==> src/rtl/tbq_pkg.sv <==
package tbq_pkg;

    typedef enum logic [1:0] {
        Q_IDLE    = 2'd0,
        Q_ACQUIRE = 2'd1,
        Q_PRESENT = 2'd2,
        Q_FADE    = 2'd3
    } qual_state_e;

    // Midpoint between two period counts given as frequencies in Hz.
    function automatic int period_mid(input int clk_hz, input int f_a, input int f_b);
        return ((clk_hz / f_a) + (clk_hz / f_b)) / 2;
    endfunction

endpackage

==> src/rtl/tbq_edge_sync.sv <==
module tbq_edge_sync (
    input  logic clk,
    input  logic rst_n,
    input  logic async_i,
    output logic rise_o
);
    logic meta_q;
    logic sync_q;
    logic last_q;

    always_ff @(posedge clk) begin
        if (!rst_n) begin
            meta_q <= 1'b0;
            sync_q <= 1'b0;
            last_q <= 1'b0;
        end else begin
            meta_q <= async_i;
            sync_q <= meta_q;
            last_q <= sync_q;
        end
    end

    assign rise_o = sync_q & ~last_q;

    // a rising edge needs a low sample before it, so edges never touch
    p_edge_gap_r1: assert property (@(posedge clk) disable iff (!rst_n)
        rise_o |=> !rise_o);

endmodule

==> src/rtl/tbq_period_meter.sv <==
module tbq_period_meter #(
    parameter int CW     = 10,
    parameter int MIN12  = 289,
    parameter int MAX12  = 306,
    parameter int MIN16  = 217,
    parameter int MAX16  = 230,
    parameter int TMO    = 612
) (
    input  logic clk,
    input  logic rst_n,
    input  logic rise_i,
    input  logic band_12k_i,
    output logic ev_good_o,
    output logic ev_bad_o,
    output logic ev_tmo_o
);
    localparam logic [CW:0]   LO12_V = (CW+1)'(MIN12);
    localparam logic [CW:0]   HI12_V = (CW+1)'(MAX12);
    localparam logic [CW:0]   LO16_V = (CW+1)'(MIN16);
    localparam logic [CW:0]   HI16_V = (CW+1)'(MAX16);
    localparam logic [CW-1:0] TMO_V  = CW'(TMO);
    localparam logic [CW-1:0] TMO_M1 = CW'(TMO - 1);

    logic [CW-1:0] cnt_q;
    logic          armed_q;
    logic [CW:0]   meas;
    logic          in_band;
    logic          tmo_hit;

    always_comb begin
        meas    = {1'b0, cnt_q} + {{CW{1'b0}}, 1'b1};
        if (band_12k_i) begin
            in_band = (meas >= LO12_V) && (meas <= HI12_V);
        end else begin
            in_band = (meas >= LO16_V) && (meas <= HI16_V);
        end
        tmo_hit = armed_q && !rise_i && (cnt_q == TMO_M1);
    end

    always_ff @(posedge clk) begin
        if (!rst_n) begin
            cnt_q     <= TMO_V;
            armed_q   <= 1'b0;
            ev_good_o <= 1'b0;
            ev_bad_o  <= 1'b0;
            ev_tmo_o  <= 1'b0;
        end else begin
            ev_good_o <= rise_i && armed_q && in_band;
            ev_bad_o  <= rise_i && armed_q && !in_band;
            ev_tmo_o  <= tmo_hit;
            if (rise_i) begin
                cnt_q   <= '0;
                armed_q <= 1'b1;
            end else begin
                if (cnt_q != TMO_V) begin
                    cnt_q <= cnt_q + 1'b1;
                end
                if (tmo_hit) begin
                    armed_q <= 1'b0;
                end
            end
        end
    end

    // the since-edge counter never passes the timeout limit
    p_cnt_cap_r7: assert property (@(posedge clk) disable iff (!rst_n)
        cnt_q <= TMO_V);
    // an in-band strobe lasts a single cycle
    p_pulse_r4: assert property (@(posedge clk) disable iff (!rst_n)
        ev_good_o |=> !ev_good_o);
    // a period is never both good and bad
    p_excl_r4: assert property (@(posedge clk) disable iff (!rst_n)
        $countones({ev_good_o, ev_bad_o, ev_tmo_o}) <= 1);

endmodule

==> src/rtl/tbq_qual_fsm.sv <==
module tbq_qual_fsm
    import tbq_pkg::*;
#(
    parameter int N_QUAL = 8
) (
    input  logic clk,
    input  logic rst_n,
    input  logic ev_good_i,
    input  logic ev_bad_i,
    input  logic ev_tmo_i,
    output logic tone_o
);
    localparam int RW = $clog2(N_QUAL + 1);

    qual_state_e state_q, state_d;
    logic [RW-1:0] run_q, run_d;
    logic          run_full;

    assign run_full = (int'(run_q) + 1) >= N_QUAL;

    // state register
    always_ff @(posedge clk) begin
        if (!rst_n) begin
            state_q <= Q_IDLE;
            run_q   <= '0;
        end else begin
            state_q <= state_d;
            run_q   <= run_d;
        end
    end

    // next state
    always_comb begin
        state_d = state_q;
        run_d   = run_q;
        if (ev_tmo_i) begin
            state_d = Q_IDLE;                 // drop
            run_d   = '0;
        end else begin
            unique case (state_q)
                Q_IDLE, Q_ACQUIRE: begin
                    if (ev_good_i) begin
                        if (run_full) begin
                            state_d = Q_PRESENT;  // confirm
                            run_d   = '0;
                        end else begin
                            state_d = Q_ACQUIRE;  // start / count
                            run_d   = run_q + 1'b1;
                        end
                    end else if (ev_bad_i) begin
                        state_d = Q_IDLE;         // abort
                        run_d   = '0;
                    end
                end
                Q_PRESENT, Q_FADE: begin
                    if (ev_bad_i) begin
                        if (run_full) begin
                            state_d = Q_IDLE;     // release
                            run_d   = '0;
                        end else begin
                            state_d = Q_FADE;     // falter / count
                            run_d   = run_q + 1'b1;
                        end
                    end else if (ev_good_i) begin
                        state_d = Q_PRESENT;      // recover
                        run_d   = '0;
                    end
                end
                default: begin
                    state_d = Q_IDLE;
                    run_d   = '0;
                end
            endcase
        end
    end

    // outputs
    always_comb begin
        unique case (state_q)
            Q_PRESENT, Q_FADE: tone_o = 1'b1;
            default:           tone_o = 1'b0;
        endcase
    end

    // the flag only rises right after an in-band period
    p_rise_good_r5: assert property (@(posedge clk) disable iff (!rst_n)
        $rose(tone_o) |-> $past(ev_good_i));
    // the flag only falls right after a bad period or a timeout
    p_fall_bad_r6: assert property (@(posedge clk) disable iff (!rst_n)
        $fell(tone_o) |-> $past(ev_bad_i || ev_tmo_i));
    // a timeout always lands in IDLE
    p_tmo_idle_r7: assert property (@(posedge clk) disable iff (!rst_n)
        ev_tmo_i |=> (state_q == Q_IDLE));
    // the run counter stays below the qualification length
    p_run_bound_r5: assert property (@(posedge clk) disable iff (!rst_n)
        int'(run_q) < N_QUAL);

endmodule

==> src/rtl/tone_band_qualifier.sv <==
module tone_band_qualifier #(
    parameter int CLK_HZ      = 3579545,
    parameter int NCH         = 2,
    parameter int N_QUAL      = 8,
    parameter int F12_PASS_LO = 11820,
    parameter int F12_PASS_HI = 12180,
    parameter int F12_STOP_LO = 11520,
    parameter int F12_STOP_HI = 12480,
    parameter int F16_PASS_LO = 15760,
    parameter int F16_PASS_HI = 16240,
    parameter int F16_STOP_LO = 15360,
    parameter int F16_STOP_HI = 16640
) (
    input  logic           clk,
    input  logic           rst_n,
    input  logic           band_12k,
    input  logic [NCH-1:0] cmp_in,
    output logic [NCH-1:0] prd_ok,
    output logic [NCH-1:0] tone_on
);
    localparam int MIN12   = tbq_pkg::period_mid(CLK_HZ, F12_STOP_HI, F12_PASS_HI);
    localparam int MAX12   = tbq_pkg::period_mid(CLK_HZ, F12_PASS_LO, F12_STOP_LO);
    localparam int MIN16   = tbq_pkg::period_mid(CLK_HZ, F16_STOP_HI, F16_PASS_HI);
    localparam int MAX16   = tbq_pkg::period_mid(CLK_HZ, F16_PASS_LO, F16_STOP_LO);
    localparam int TMO_CYC = 2 * ((MAX12 > MAX16) ? MAX12 : MAX16);
    localparam int CW      = $clog2(TMO_CYC + 1);

    for (genvar g = 0; g < NCH; g++) begin : g_chan
        logic rise;
        logic ev_good;
        logic ev_bad;
        logic ev_tmo;

        tbq_edge_sync u_sync (
            .clk     (clk),
            .rst_n   (rst_n),
            .async_i (cmp_in[g]),
            .rise_o  (rise)
        );

        tbq_period_meter #(
            .CW    (CW),
            .MIN12 (MIN12),
            .MAX12 (MAX12),
            .MIN16 (MIN16),
            .MAX16 (MAX16),
            .TMO   (TMO_CYC)
        ) u_meter (
            .clk        (clk),
            .rst_n      (rst_n),
            .rise_i     (rise),
            .band_12k_i (band_12k),
            .ev_good_o  (ev_good),
            .ev_bad_o   (ev_bad),
            .ev_tmo_o   (ev_tmo)
        );

        tbq_qual_fsm #(
            .N_QUAL (N_QUAL)
        ) u_fsm (
            .clk       (clk),
            .rst_n     (rst_n),
            .ev_good_i (ev_good),
            .ev_bad_i  (ev_bad),
            .ev_tmo_i  (ev_tmo),
            .tone_o    (tone_on[g])
        );

        assign prd_ok[g] = ev_good;

        // nothing is reported in the cycle after reset
        p_reset_quiet_r9: assert property (@(posedge clk)
            !rst_n |=> (!prd_ok[g] && !tone_on[g]));
    end

endmodule

==> config.mk <==
export PLATFORM = sky130hd
export DESIGN_NAME = tone_band_qualifier
export DESIGN_NICKNAME = d
export VERILOG_FILES = /design/src/rtl/tbq_pkg.sv /design/src/rtl/tbq_edge_sync.sv /design/src/rtl/tbq_period_meter.sv /design/src/rtl/tbq_qual_fsm.sv /design/src/rtl/tone_band_qualifier.sv
export SDC_FILE = /design/constraint.sdc
export NUM_CORES = 1
export LEC_CHECK = 0
export BUFFER_PORTS_ARGS = -buffer_cell sky130_fd_sc_hd__buf_2
export CAP_MARGIN = 20
export CELL_PAD_IN_SITES_DETAIL_PLACEMENT = 1
export CELL_PAD_IN_SITES_GLOBAL_PLACEMENT = 1
export CORE_MARGIN = 5
export CORE_UTILIZATION = 48
export CTS_BUF_LIST = sky130_fd_sc_hd__clkbuf_4 sky130_fd_sc_hd__clkbuf_8 sky130_fd_sc_hd__clkbuf_16
export DETAILED_ROUTE_END_ITERATION = 6
export PLACE_DENSITY = 0.81
export SYNTH_ARGS = -nofsm -noshare
export SYNTH_HDL_FRONTEND = slang
export SYNTH_HIERARCHICAL = 1
export SYNTH_SLANG_ARGS = --single-unit
export TNS_END_PERCENT = 1
==> constraint.sdc <==
create_clock -name clk -period 3 [get_ports clk]
set_input_delay 0.45 -clock clk [delete_from_list [all_inputs] [get_ports clk]]
set_output_delay 0.45 -clock clk [all_outputs]
set_load 0.03 [all_outputs]
# After elaboration in Yosys (flattened, before gate mapping)
# Cells that the tools add are included.
# word_totals
regBits,46
inputBits,5
# classes
add_sub_neg,8
order_cmp,10
eq_ne,14
mux,38
bitwise_logic,5
n_reduce_logical,34
# op_table
op,count
"32-bit by 5-bit greater-or-equal comparator with 1-bit output, second input constant",2
10-bit two-way mux,4
4-bit two-way mux,10
2-bit two-way mux,12
"10-bit by 1-bit adder with 11-bit output, second input constant",2
"11-bit by 8-bit greater-or-equal comparator with 1-bit output, second input constant",2
"11-bit by 9-bit greater-or-equal comparator with 1-bit output, second input constant",2
"11-bit by 8-bit less-or-equal comparator with 1-bit output, second input constant",2
"11-bit by 9-bit less-or-equal comparator with 1-bit output, second input constant",2
"10-bit by 1-bit adder with 10-bit output, second input constant",2
"10-bit equality test, second input constant",2
"10-bit inequality test, second input constant",2
4-bit one-hot mux with 2 select lines,2
2-bit OR reduction,8
1-bit logical AND,14
"3-bit inequality test, second input constant",4
"4-bit by 1-bit adder with 5-bit output, second input constant",2
"4-bit by 1-bit adder with 4-bit output, second input constant",2
"2-bit equality test, second input constant",4
1-bit two-way mux,8
2-bit one-hot mux with 2 select lines,2
2-bit nonzero test,4
"2-bit by 1-bit equality test with 1-bit output, second input constant",2
1-bit zero test,4
other kinds (4),9

# Logic depth before layout (Yosys ltp)
# Gate-level depths: netlist of the first run.
# logic_depth
word_depth,7
ltp_mapped,9
depth_no_buf,8

# Hierarchy
# The synthesis of the first run kept the hierarchy.
# by_module_without_submodules
module,instances,cells_per_inst,area_each_um2
tbq_period_meter,2,101,893.4
tbq_qual_fsm (g_chan[1].u_fsm),1,34,302.8
tbq_qual_fsm (g_chan[0].u_fsm),1,29,269.0
tbq_edge_sync,2,7,92.6
tone_band_qualifier,1,2,15.0

# Worst setup path after synthesis of the first run
# Ideal clock, no wire load.
# synth_path
kind,register -> register
start,register g_chan[0].u_meter.cnt_q[0]
end,register g_chan[0].u_meter.ev_good_o
setup_time_ps,65
arrival_ps,2039
t_required_ps,2935
path_slack_ps,895
stages_incl_launch_ff,10
n_path_buf,1
period_less_slack_ps,2105
cell_sequence,dfxtp_1 -> buf_6 -> inv_1 -> ha_1 -> nor4bb_1 -> or3_1 -> o22ai_1 -> a21oi_1 -> o41ai_2 -> nor2b_1
# synth_between
elab_chain_len,5
elab_cells_between_ends,9
# synth_lines
item,line_no,text
"start, declared",tbq_period_meter.sv:24,logic [CW-1:0] cnt_q;
"start signal, assigned",tbq_period_meter.sv:56,cnt_q <= cnt_q + 1'b1;
10-bit by 1-bit adder with 11-bit output (*),tbq_period_meter.sv:31,"meas = {1'b0, cnt_q} + {{CW{1'b0}}, 1'b1};"
named net g_chan[0].u_meter.meas[0],tbq_period_meter.sv:26,logic [CW:0] meas;
"11-bit by 8-bit greater-or-equal comparator with 1-bit output, or another cell as far along",tbq_period_meter.sv:35,in_band = (meas >= LO16_V) && (meas <= HI16_V);
"1-bit logical AND, on equally long branches","tbq_period_meter.sv:35, tbq_period_meter.sv:33",
1-bit two-way mux (*),tbq_period_meter.sv:32,if (band_12k_i) begin
1-bit logical AND (*),tbq_period_meter.sv:48,ev_good_o <= rise_i && armed_q && in_band;
"end signal, assigned",tbq_period_meter.sv:48,
"end, declared",tbq_period_meter.sv:13,"output logic ev_good_o,"
# Mark *: on every way through the listed nets, which the timed path passes. The rest lies on a longest branch.
# A chain may end at the register's enable or synchronous reset.

# Worst setup path in the final report of the first run
# layout_path
start,register g_chan[0].u_meter.cnt_q[1]
end,register g_chan[0].u_meter.ev_good_o
# Same word-level chain as after synthesis.

==> results.cfg, run 1 <==
[outcome]
status = finished clean

[sta]
finalClockSkew_ns = 0.00478
rsz0062_at_grt = no
hold_viol = 0
post-route-period-util_pct = 78.0
tns_ns = 0
fmax_mhz = 428
fin_crit_ns = 2.34
tightest_slew_ns = 0.447
slew_viol_final = 0
hold_ws_ns = 0.348
slew_headroom_pct = 70.1
fin_ws_ns = 0.661
final-setup-viol-count = 0

[yosys]
synth_area_leader_cell = dfxtp_1
ys_types = 57
yosys-top-cells-area = dfxtp_1 34%, ha_1 4.9%, xnor2_1 4.8%, nor2_1 3.8%, mux2i_1 2.7%
yosysSeqAreaShare_pct = 34.4
synth_flop_cell = dfxtp_1
async_reset_ff_share_pct = 0
synth_edf_count = 0
synthesis.area_sq_mm = 0.00256
post_synth.cell_area_avg_sq_um = 9.11
ys_seq_elements = 44
syn-num-nets = 296
syn_inst = 281
synth_top_area_share_pct = 34.4
yosysWarnings = 6

[power]
p_comb_share_pct = 27.9
vdd_ir_drop_max_mv = 0.418
p_per_area_mw_per_mm2 = 591
clkPwrFrac_pct = 30.3
p_leak_nw = 1.04
sw_frac_of_total_pct = 32.3
switching_power_uw = 517
seq_power_share_pct = 41.8
internal_power_mw = 1.08

[global_route]
grt_pass1_wl_um = 10200
grt-ovfl-total = 0
grt_max_degree = 24
grt_antenna_before_repair = 0
track_usage_pct = 18.0
grt_pass1_vias = 2101

[final_layout]
ff_latch_area_sq_um = 881
largest_reg_flops = 20
nets = 299
antenna-diode-count = 0
multi_input_area_sq_mm = 0.00151
drive_gt1_share_pct = 14.4
syn2layout_area_growth_pct = 5.82
fillers = 619
final_util_pct = 52.7
reg_top3 = g_chan.u_meter/cnt_q (20), g_chan.u_fsm/run_q (8)
top_register = g_chan.u_meter/cnt_q
finalNonFillerCells = 355

[cts]
clkTransAtPathRegs_ns = 0.08
cts_tree = yes
cts_resized = 0
numCtsBuffers = 5
htree_num_levels = 2
cts_root_buffer = clkbuf_8
insertion_delay_ns = 0.30
holdBufCountCts = 0
clockBufferDepth = 2
postCtsSetupBuffers = 0
numClockSinks = 44

[worst_setup_path]
worstPathArrival_ns = 2.59
path_cells = inv_1 > ha_1 > nor4bb_1 > or3_1 > o22ai_1 > a21oi_1 > o41ai_2 > nor2b_1
crit_required_ns = 3.25
path_class = reg -> reg
worst_path_max_delay_cell = dfxtp_1
endpoint_kind = flip-flop
critPathLaunchType = flip-flop
crit_family = compound AO/OA/AOI/OAI gates
critical_path.max_fanout = 9
critical_path.max_stage_delay_ns = 0.49
cp_num_buf_inv = 1

[place]
gp_congestion = 0.876
pre_cts_ws_ns = 0.714
dp_hpwl_um = 4210
dpl.cell_count = 347
io_buffer_count = 8

[route]
drt_first_pass_iters = 4
vias = 1975
via_per_inst = 5.56
postRouteAntennaNets = 0
drt_iter0_drc = 97
wl_per_cell_um = 16.2
drc = 0
routed_wl_um = 5730

[die]
die_y_um = 83.0
initial_utilization_pct = 49.8
pin_count = 9
fp.dieArea_sq_mm = 0.00689
row_count = 26
die_x_um = 83.0
core_area_sq_mm = 0.00514

[hold_path]
hp-class = in -> reg

[flow_run]
drv_cap = 0
## per-stage QoR
| step | total power, mW | instance area [sq um] |
|---|---|---|
| final | 1.60 | 2710 |
| after global routing | 1.71 | 2710 |
| after CTS | 1.62 | 2710 |
| after detailed placement | 1.13 | 2590 |
| after global placement | 1.12 | 2590 |
| after floorplan | 1.06 | 2560 |
## worst register-to-register path: stages, from the launching register on
cell and delay (ns):
dfxtp_1 0.49, inv_1 0.10, ha_1 0.34, nor4bb_1 0.16, or3_1 0.33, o22ai_1 0.18
a21oi_1 0.10, o41ai_2 0.42, nor2b_1 0.17
## power groups by stage
stage	logic [mW]	registers (mW)	clock network [mW]
final	0.447	0.669	0.485
after floorplan	0.406	0.657	0
after CTS	0.450	0.668	0.506
after global placement	0.437	0.678	0
after detailed placement	0.448	0.681	0
after global routing	0.504	0.676	0.533
## cells in the final DEF (no fill, tap or decap), types with 8 or more instances in the layout
cell / instances
dfxtp_1: 44
nor2_1: 26
xnor2_1: 14
inv_1: 13
nand2_1: 12
nand3_1: 11
a21oi_1: 10
ha_1: 10
nor4_1: 10
buf_2: 8
## kinds of logic (layout without fill, tap and decap cells)
logic type               after synthesis  in the layout  synth area share (%)
AND/OR/NAND/NOR                      125            125                  30.5
AO/OA/AOI/OAI                         46             46                  13.3
flip-flops                            44             44                  34.4
buffers and inverters                 29             33                  6.70
XOR/XNOR                              20             20                  7.43
adder cells (fa/ha/maj)               10             10                  4.89
multiplexers                           7              7                  2.74
## layer usage
metal  vias up  track usage [%]  wire length [um]  share of wire [%]
li1       1000                -                 -                  -
met1       955             23.8              2790                 49
met2        14             28.6              2750                 48
met3         6             3.17               101                1.8
met4         0             8.32                98                1.7
met5         -                0                 0                  0
## layout make-up
| cell class | count | area share, % |
|---|---|---|
| inverters | 15 | 2.08 |
| multi-input cells | 208 | 55.6 |
| clock inverters | 2 | 1.43 |
| repair buffers | 10 | 2.03 |
| clock buffers | 6 | 3.05 |
| well taps | 70 | 3.23 |
| flip-flops and latches | 44 | 32.5 |
## path summary, 6_finish.rpt
check / startpoint / end / slack [ns] / depth (start not counted)
worst max-delay path: g_chan[0].u_meter/cnt_q[1] / g_chan[0].u_meter/ev_good_o / 0.66 / 8
worst min-delay path: cmp_in[0] / g_chan[0].u_sync/meta_q / 0.35 / 2
worst max register to register: g_chan[0].u_meter/cnt_q[1] / g_chan[0].u_meter/ev_good_o / 0.66 / 8
worst min register to register: g_chan[0].u_sync/meta_q / g_chan[0].u_sync/sync_q / 0.45 / 1
## synth_stat cells, types with 3 or more instances
library cell and instances:
and2_1 7, nor2b_1 5, and3_1 3, dfxtp_1 44, ha_1 10, o21ai_0 7, mux2i_1 7, buf_6 6
nand2b_1 6, xor2_1 4, nand2_1 12, o22ai_1 3, nor3_1 7, a21oi_1 10, nand3_2 3, xnor2_1 14
nor4_1 10, nor3b_1 3, nor2_1 26, buf_4 4, a311oi_1 4, inv_1 13, or3_1 6, nand3_1 11
Power figures use the tool's default switching activity.
==> run 2, diff against run 1 <==
==> constraint.sdc (replaced) <==
create_clock -name clk -period 2.4 [get_ports clk]
set_input_delay 0.36 -clock clk [delete_from_list [all_inputs] [get_ports clk]]
set_output_delay 0.36 -clock clk [all_outputs]
set_load 0.03 [all_outputs]
==> run 2 against run 1 <==
Effect of this change:
- sequential power increased by 22%
- final area increased by 0.60%
- worst setup slack got worse by 0.43 ns
- hold slack got worse by 0.083 ns
- routed wire length increased by 2.7%
- global-route usage decreased by 0.32 points
- power increased by 27%
- maximum frequency increased by 7.9%
- register-to-register slack got worse by 0.43 ns
- critical path depth increased by 1
- final cell count increased by 0.85%
- largest cell class unchanged
- largest power group unchanged
==> results.cfg, run 2 (synthesis results as in run 1) <==
[outcome]
status = finished clean

[cts]
holdBufCountCts = 0
insertion_delay_ns = 0.31
cts_tree = yes
numClockSinks = 44
cts_resized = 0
cts_root_buffer = clkbuf_8
numCtsBuffers = 5
htree_num_levels = 2
clockBufferDepth = 2
clkTransAtPathRegs_ns = 0.10
postCtsSetupBuffers = 0

[power]
p_leak_nw = 1.05
vdd_ir_drop_max_mv = 0.433
p_per_area_mw_per_mm2 = 746

[route]
postRouteAntennaNets = 0
drt_iter0_drc = 92
routed_wl_um = 5890
drt_first_pass_iters = 4
drc = 0
wl_per_cell_um = 16.4
via_per_inst = 5.68
vias = 2034

[final_layout]
reg_top3 = g_chan.u_meter/cnt_q (20), g_chan.u_fsm/run_q (8)
layout_common_cells = 44 x dfxtp_1, 26 x nor2_1, 14 x xnor2_1, 13 x inv_1, 12 x nand2_1
top_register = g_chan.u_meter/cnt_q
drive_gt1_share_pct = 15.3
nets = 302
syn2layout_area_growth_pct = 6.45
largest_reg_flops = 20
antenna-diode-count = 0
finalNonFillerCells = 358
final_common_cell = dfxtp_1
final_cell_area_sq_mm = 0.00272

[worst_setup_path]
r2r_setup_slack_ns = 0.23
endpoint_kind = flip-flop
crit_required_ns = 2.64
path_cells = buf_4 > ha_1 > buf_4 > nand4_2 > nor4_1 > o22a_2 > o211ai_1 > o41ai_2 > nor2b_1
crit_family = simple AND/OR/NAND/NOR gates
path_class = reg -> reg
crit_end = g_chan[0].u_meter/ev_good_o
cp_common_cell = buf_4
critical_path.max_fanout = 10
worst_path_max_delay_cell = nor4_1
crit_cells = 9
startpoint = g_chan[0].u_meter/cnt_q[0]
worstReg2RegEnd = g_chan[0].u_meter/ev_good_o
critPathLaunchType = flip-flop
r2r-start = g_chan[0].u_meter/cnt_q[0]
worst_r2r_path_depth = 9
worstPathArrival_ns = 2.41
cp_num_buf_inv = 2
critical_path.max_stage_delay_ns = 0.37

[place]
dpl.cell_count = 350
io_buffer_count = 8
dp_hpwl_um = 4300
gp_congestion = 0.825
dpl_cell_area_sq_mm = 0.00261

[die]
pin_count = 9
initial_utilization_pct = 49.8
fp.dieArea_sq_mm = 0.00689
row_count = 26
die_y_um = 83.0
die_x_um = 83.0
core_area_sq_mm = 0.00514

[sta]
tns_ns = 0
tightest_slew_ns = 0.505
slew_viol_final = 0
finalClockSkew_ns = 0.00939
slew_headroom_pct = 66.0
final-setup-viol-count = 0
fin_crit_ns = 2.17
post-route-period-util_pct = 90.3
rsz0062_at_grt = no
fmax_mhz = 461
hold_viol = 0

[global_route]
grt_antenna_before_repair = 0
grt-busiest-layer = met2
grt_pass1_wl_um = 10100
grt_pass1_vias = 2066
grt-ovfl-total = 0
grt_util_met3_pct = 3.76
met2_usage_pct = 30.7
track_usage_pct = 17.7
grt_max_degree = 24
grtUsageMet1_pct = 22.5

[flow_run]
drv_cap = 0

[hold_path]
hp-class = in -> reg
[run 2: through the flow]
step	setup slack, ns	power, mW	utilization [%]	hold WS [ns]
final	0.232	2.03	53.0	0.264
after CTS	0.174	2.05	53.0	0.257
after global placement	0.311	1.42	50.8	0.420
after floorplan	0.295	1.33	-	0.406
after detailed placement	0.251	1.44	50.8	0.446
after global routing	0.0979	2.16	53.0	0.250
[run 2: final cells by class]
type | instances | area (sq um)
Inverter | 15 | 56.3
Tap cell | 70 | 87.6
Clock inverter | 3 | 46.3
Timing Repair Buffer | 13 | 77.6
Fill cell | 630 | 2420
Clock buffer | 5 | 68.8
Sequential cell | 44 | 881
Multi-Input combinational cell | 208 | 1510
[run 2: worst min path at each step]
stage	start	to	slack, ns	cells after the start
after floorplan	g_chan[0].u_sync/meta_q	g_chan[0].u_sync/sync_q	0.41	1
after global placement	g_chan[0].u_sync/meta_q	g_chan[0].u_sync/sync_q	0.42	1
after detailed placement	g_chan[0].u_sync/meta_q	g_chan[0].u_sync/sync_q	0.45	1
after CTS	cmp_in[0]	g_chan[0].u_sync/meta_q	0.26	2
after global routing	cmp_in[0]	g_chan[0].u_sync/meta_q	0.25	2
final	cmp_in[0]	g_chan[0].u_sync/meta_q	0.26	2
[run 2: per-layer routing]
metal | up-vias | wire length (um) | share of wire [%]
met4 | 0 | 58 | 0.98
met5 | - | 0 | 0
met3 | 6 | 141 | 2.4
li1 | 1011 | - | -
met2 | 22 | 2920 | 50
met1 | 995 | 2770 | 47
[run 2: where the power goes]
part	switching [mW]	internal, mW
Sequential	0.0427	0.775
Combinational	0.359	0.258
Clock	0.281	0.314
Total	0.683	1.35
==> run 3, diff against run 2 <==
--- a/config.mk
+++ b/config.mk
@@ -5,15 +5,14 @@
 export SDC_FILE = /design/constraint.sdc
 export NUM_CORES = 1
 export LEC_CHECK = 0
-export BUFFER_PORTS_ARGS = -buffer_cell sky130_fd_sc_hd__buf_2
+export BUFFER_PORTS_ARGS = -buffer_cell sky130_fd_sc_hd__clkbuf_2
 export CAP_MARGIN = 20
 export CELL_PAD_IN_SITES_DETAIL_PLACEMENT = 1
 export CELL_PAD_IN_SITES_GLOBAL_PLACEMENT = 1
-export CORE_MARGIN = 5
 export CORE_UTILIZATION = 48
 export CTS_BUF_LIST = sky130_fd_sc_hd__clkbuf_4 sky130_fd_sc_hd__clkbuf_8 sky130_fd_sc_hd__clkbuf_16
 export DETAILED_ROUTE_END_ITERATION = 6
-export PLACE_DENSITY = 0.81
+export PLACE_DENSITY_LB_ADDON = 0.1
 export SYNTH_ARGS = -nofsm -noshare
 export SYNTH_HDL_FRONTEND = slang
 export SYNTH_HIERARCHICAL = 1
==> run 3 against run 2 <==
Effect of this change:
- combinational power decreased by 4.0%
- die area shrank 18%
- final cell count shrank 0.28%
- clock power rose by 1%
- critical path type unchanged
- critical endpoint is now g_chan[1].u_meter/ev_good_o
==> results.cfg, run 3 (synthesis results as in run 1) <==
[sta]
finalClockSkew_ns = 0.00548
fmax_mhz = 448
tightest_slew_ns = 0.451
slew_headroom_pct = 69.6
fin_crit_ns = 2.23
hold_viol = 0
rsz0062_at_grt = no
slew_viol_final = 0
final-setup-viol-count = 0
post-route-period-util_pct = 93.0
tns_ns = 0

[power]
p_leak_nw = 1.04
vdd_ir_drop_max_mv = 0.356
p_per_area_mw_per_mm2 = 745

[route]
postRouteAntennaNets = 0
routed_wl_um = 5490
drc = 0
drt_first_pass_iters = 4
wl_per_cell_um = 15.4
drt_iter0_drc = 38
vias = 2022
via_per_inst = 5.66

[final_layout]
fillers = 611
layout_common_cells = 43 x dfxtp_1, 26 x nor2_1, 14 x xnor2_1, 13 x inv_1, 12 x nand2_1
final_common_cell = dfxtp_1
nets = 301
finalNonFillerCells = 357
drive_gt1_share_pct = 15.7
syn2layout_area_growth_pct = 6.55
antenna-diode-count = 0
top_register = g_chan.u_meter/cnt_q
largest_reg_flops = 20
reg_top3 = g_chan.u_meter/cnt_q (20), g_chan.u_fsm/run_q (8)

[cts]
clkTransAtPathRegs_ns = 0.08
numCtsBuffers = 5
htree_num_levels = 2
numClockSinks = 44
cts_tree = yes
insertion_delay_ns = 0.30
cts_root_buffer = clkbuf_8
clockBufferDepth = 2

[die]
core_area_sq_mm = 0.00511
die_x_um = 75.0
row_count = 26
die_y_um = 75.0
fp.dieArea_sq_mm = 0.00563
pin_count = 9
initial_utilization_pct = 50.1

[worst_setup_path]
endpoint_kind = flip-flop
critical_path.max_fanout = 9
r2r_setup_slack_ns = 0.17
crit_required_ns = 2.64
worst_path_max_delay_cell = dfxtp_2
path_class = reg -> reg
critPathLaunchType = flip-flop
path_cells = inv_1 > ha_1 > nor4bb_1 > or3_1 > o22ai_1 > a21oi_1 > o41ai_2 > nor2b_1
critical_path.max_stage_delay_ns = 0.42
worst_r2r_path_depth = 8
crit_family = compound AO/OA/AOI/OAI gates
worstPathArrival_ns = 2.47
r2r-start = g_chan[1].u_meter/cnt_q[1]
worstReg2RegEnd = g_chan[1].u_meter/ev_good_o
cp_num_buf_inv = 1

[hold_path]
hp-class = in -> reg
whs_endpoint = g_chan[0].u_sync/meta_q
hp-start = cmp_in[0]
holdPathStages = 2

[global_route]
track_usage_pct = 21.3
grt_antenna_before_repair = 0
grt_pass1_wl_um = 9090
grt_max_degree = 20
grt-ovfl-total = 0
grt_pass1_vias = 1962

[place]
gp_congestion = 0.842
dpl.cell_count = 349
dp_hpwl_um = 4070
io_buffer_count = 8

[outcome]
status = finished clean

[flow_run]
drv_cap = 0
## run 3: worst max-delay path by stage
stage                                from                     endpoint  slack, ns  cells past startpoint
3_3_place_gp   g_chan[1].u_meter/cnt_q[1]  g_chan[1].u_meter/ev_good_o       0.20                      8
6_report       g_chan[1].u_meter/cnt_q[1]  g_chan[1].u_meter/ev_good_o       0.17                      8
3_5_place_dp   g_chan[1].u_meter/cnt_q[1]  g_chan[1].u_meter/ev_good_o       0.10                      8
4_1_cts        g_chan[1].u_meter/cnt_q[1]  g_chan[1].u_meter/ev_good_o       0.07                      8
2_1_floorplan  g_chan[0].u_meter/cnt_q[0]  g_chan[0].u_meter/ev_good_o       0.30                      9
5_1_grt        g_chan[1].u_meter/cnt_q[0]  g_chan[1].u_meter/ev_good_o       0.02                      8
## run 3: layout make-up
class | instances | area [sq um] | area share, %
multi-input combinational | 208 | 1510 | 55.3
sequential | 44 | 882 | 32.4
tap | 70 | 87.6 | 3.21
clock buffer | 6 | 82.6 | 3.03
timing repair buffer | 12 | 70.1 | 2.57
inverter | 15 | 56.3 | 2.07
clock inverter | 2 | 38.8 | 1.42
## run 3: stage by stage
step	total power [mW]	setup WS (ns)	utilization [%]	hold WS, ns	cell area, sq um
4_1_cts	2.04	0.0723	53.3	0.266	2720
2_1_floorplan	1.33	0.295	-	0.406	2560
3_3_place_gp	1.42	0.198	50.9	0.421	2600
5_1_grt	2.14	0.0198	53.4	0.286	2730
3_5_place_dp	1.43	0.100	50.9	0.422	2600
6_report	2.03	0.167	53.4	0.270	2730
## run 3: report_power, final
part | switching, mW | internal (mW)
sequential | 0.0579 | 0.777
combinational | 0.342 | 0.251
clock | 0.263 | 0.341
## run 3: layer usage
layer	part of all wire, %	global-route usage (%)	routed length, um
met5	0	0	0
met4	1.1	5.87	59
met3	3.0	4.28	166
met2	47	35.0	2600
met1	49	28.3	2670
## run 3: what timing repair did
item                       in CTS  in global routing
setup buffers                   0                  0
setup endpoints to repair       0                  2
gates resized for setup         0                  2
hold buffers                    0                  0
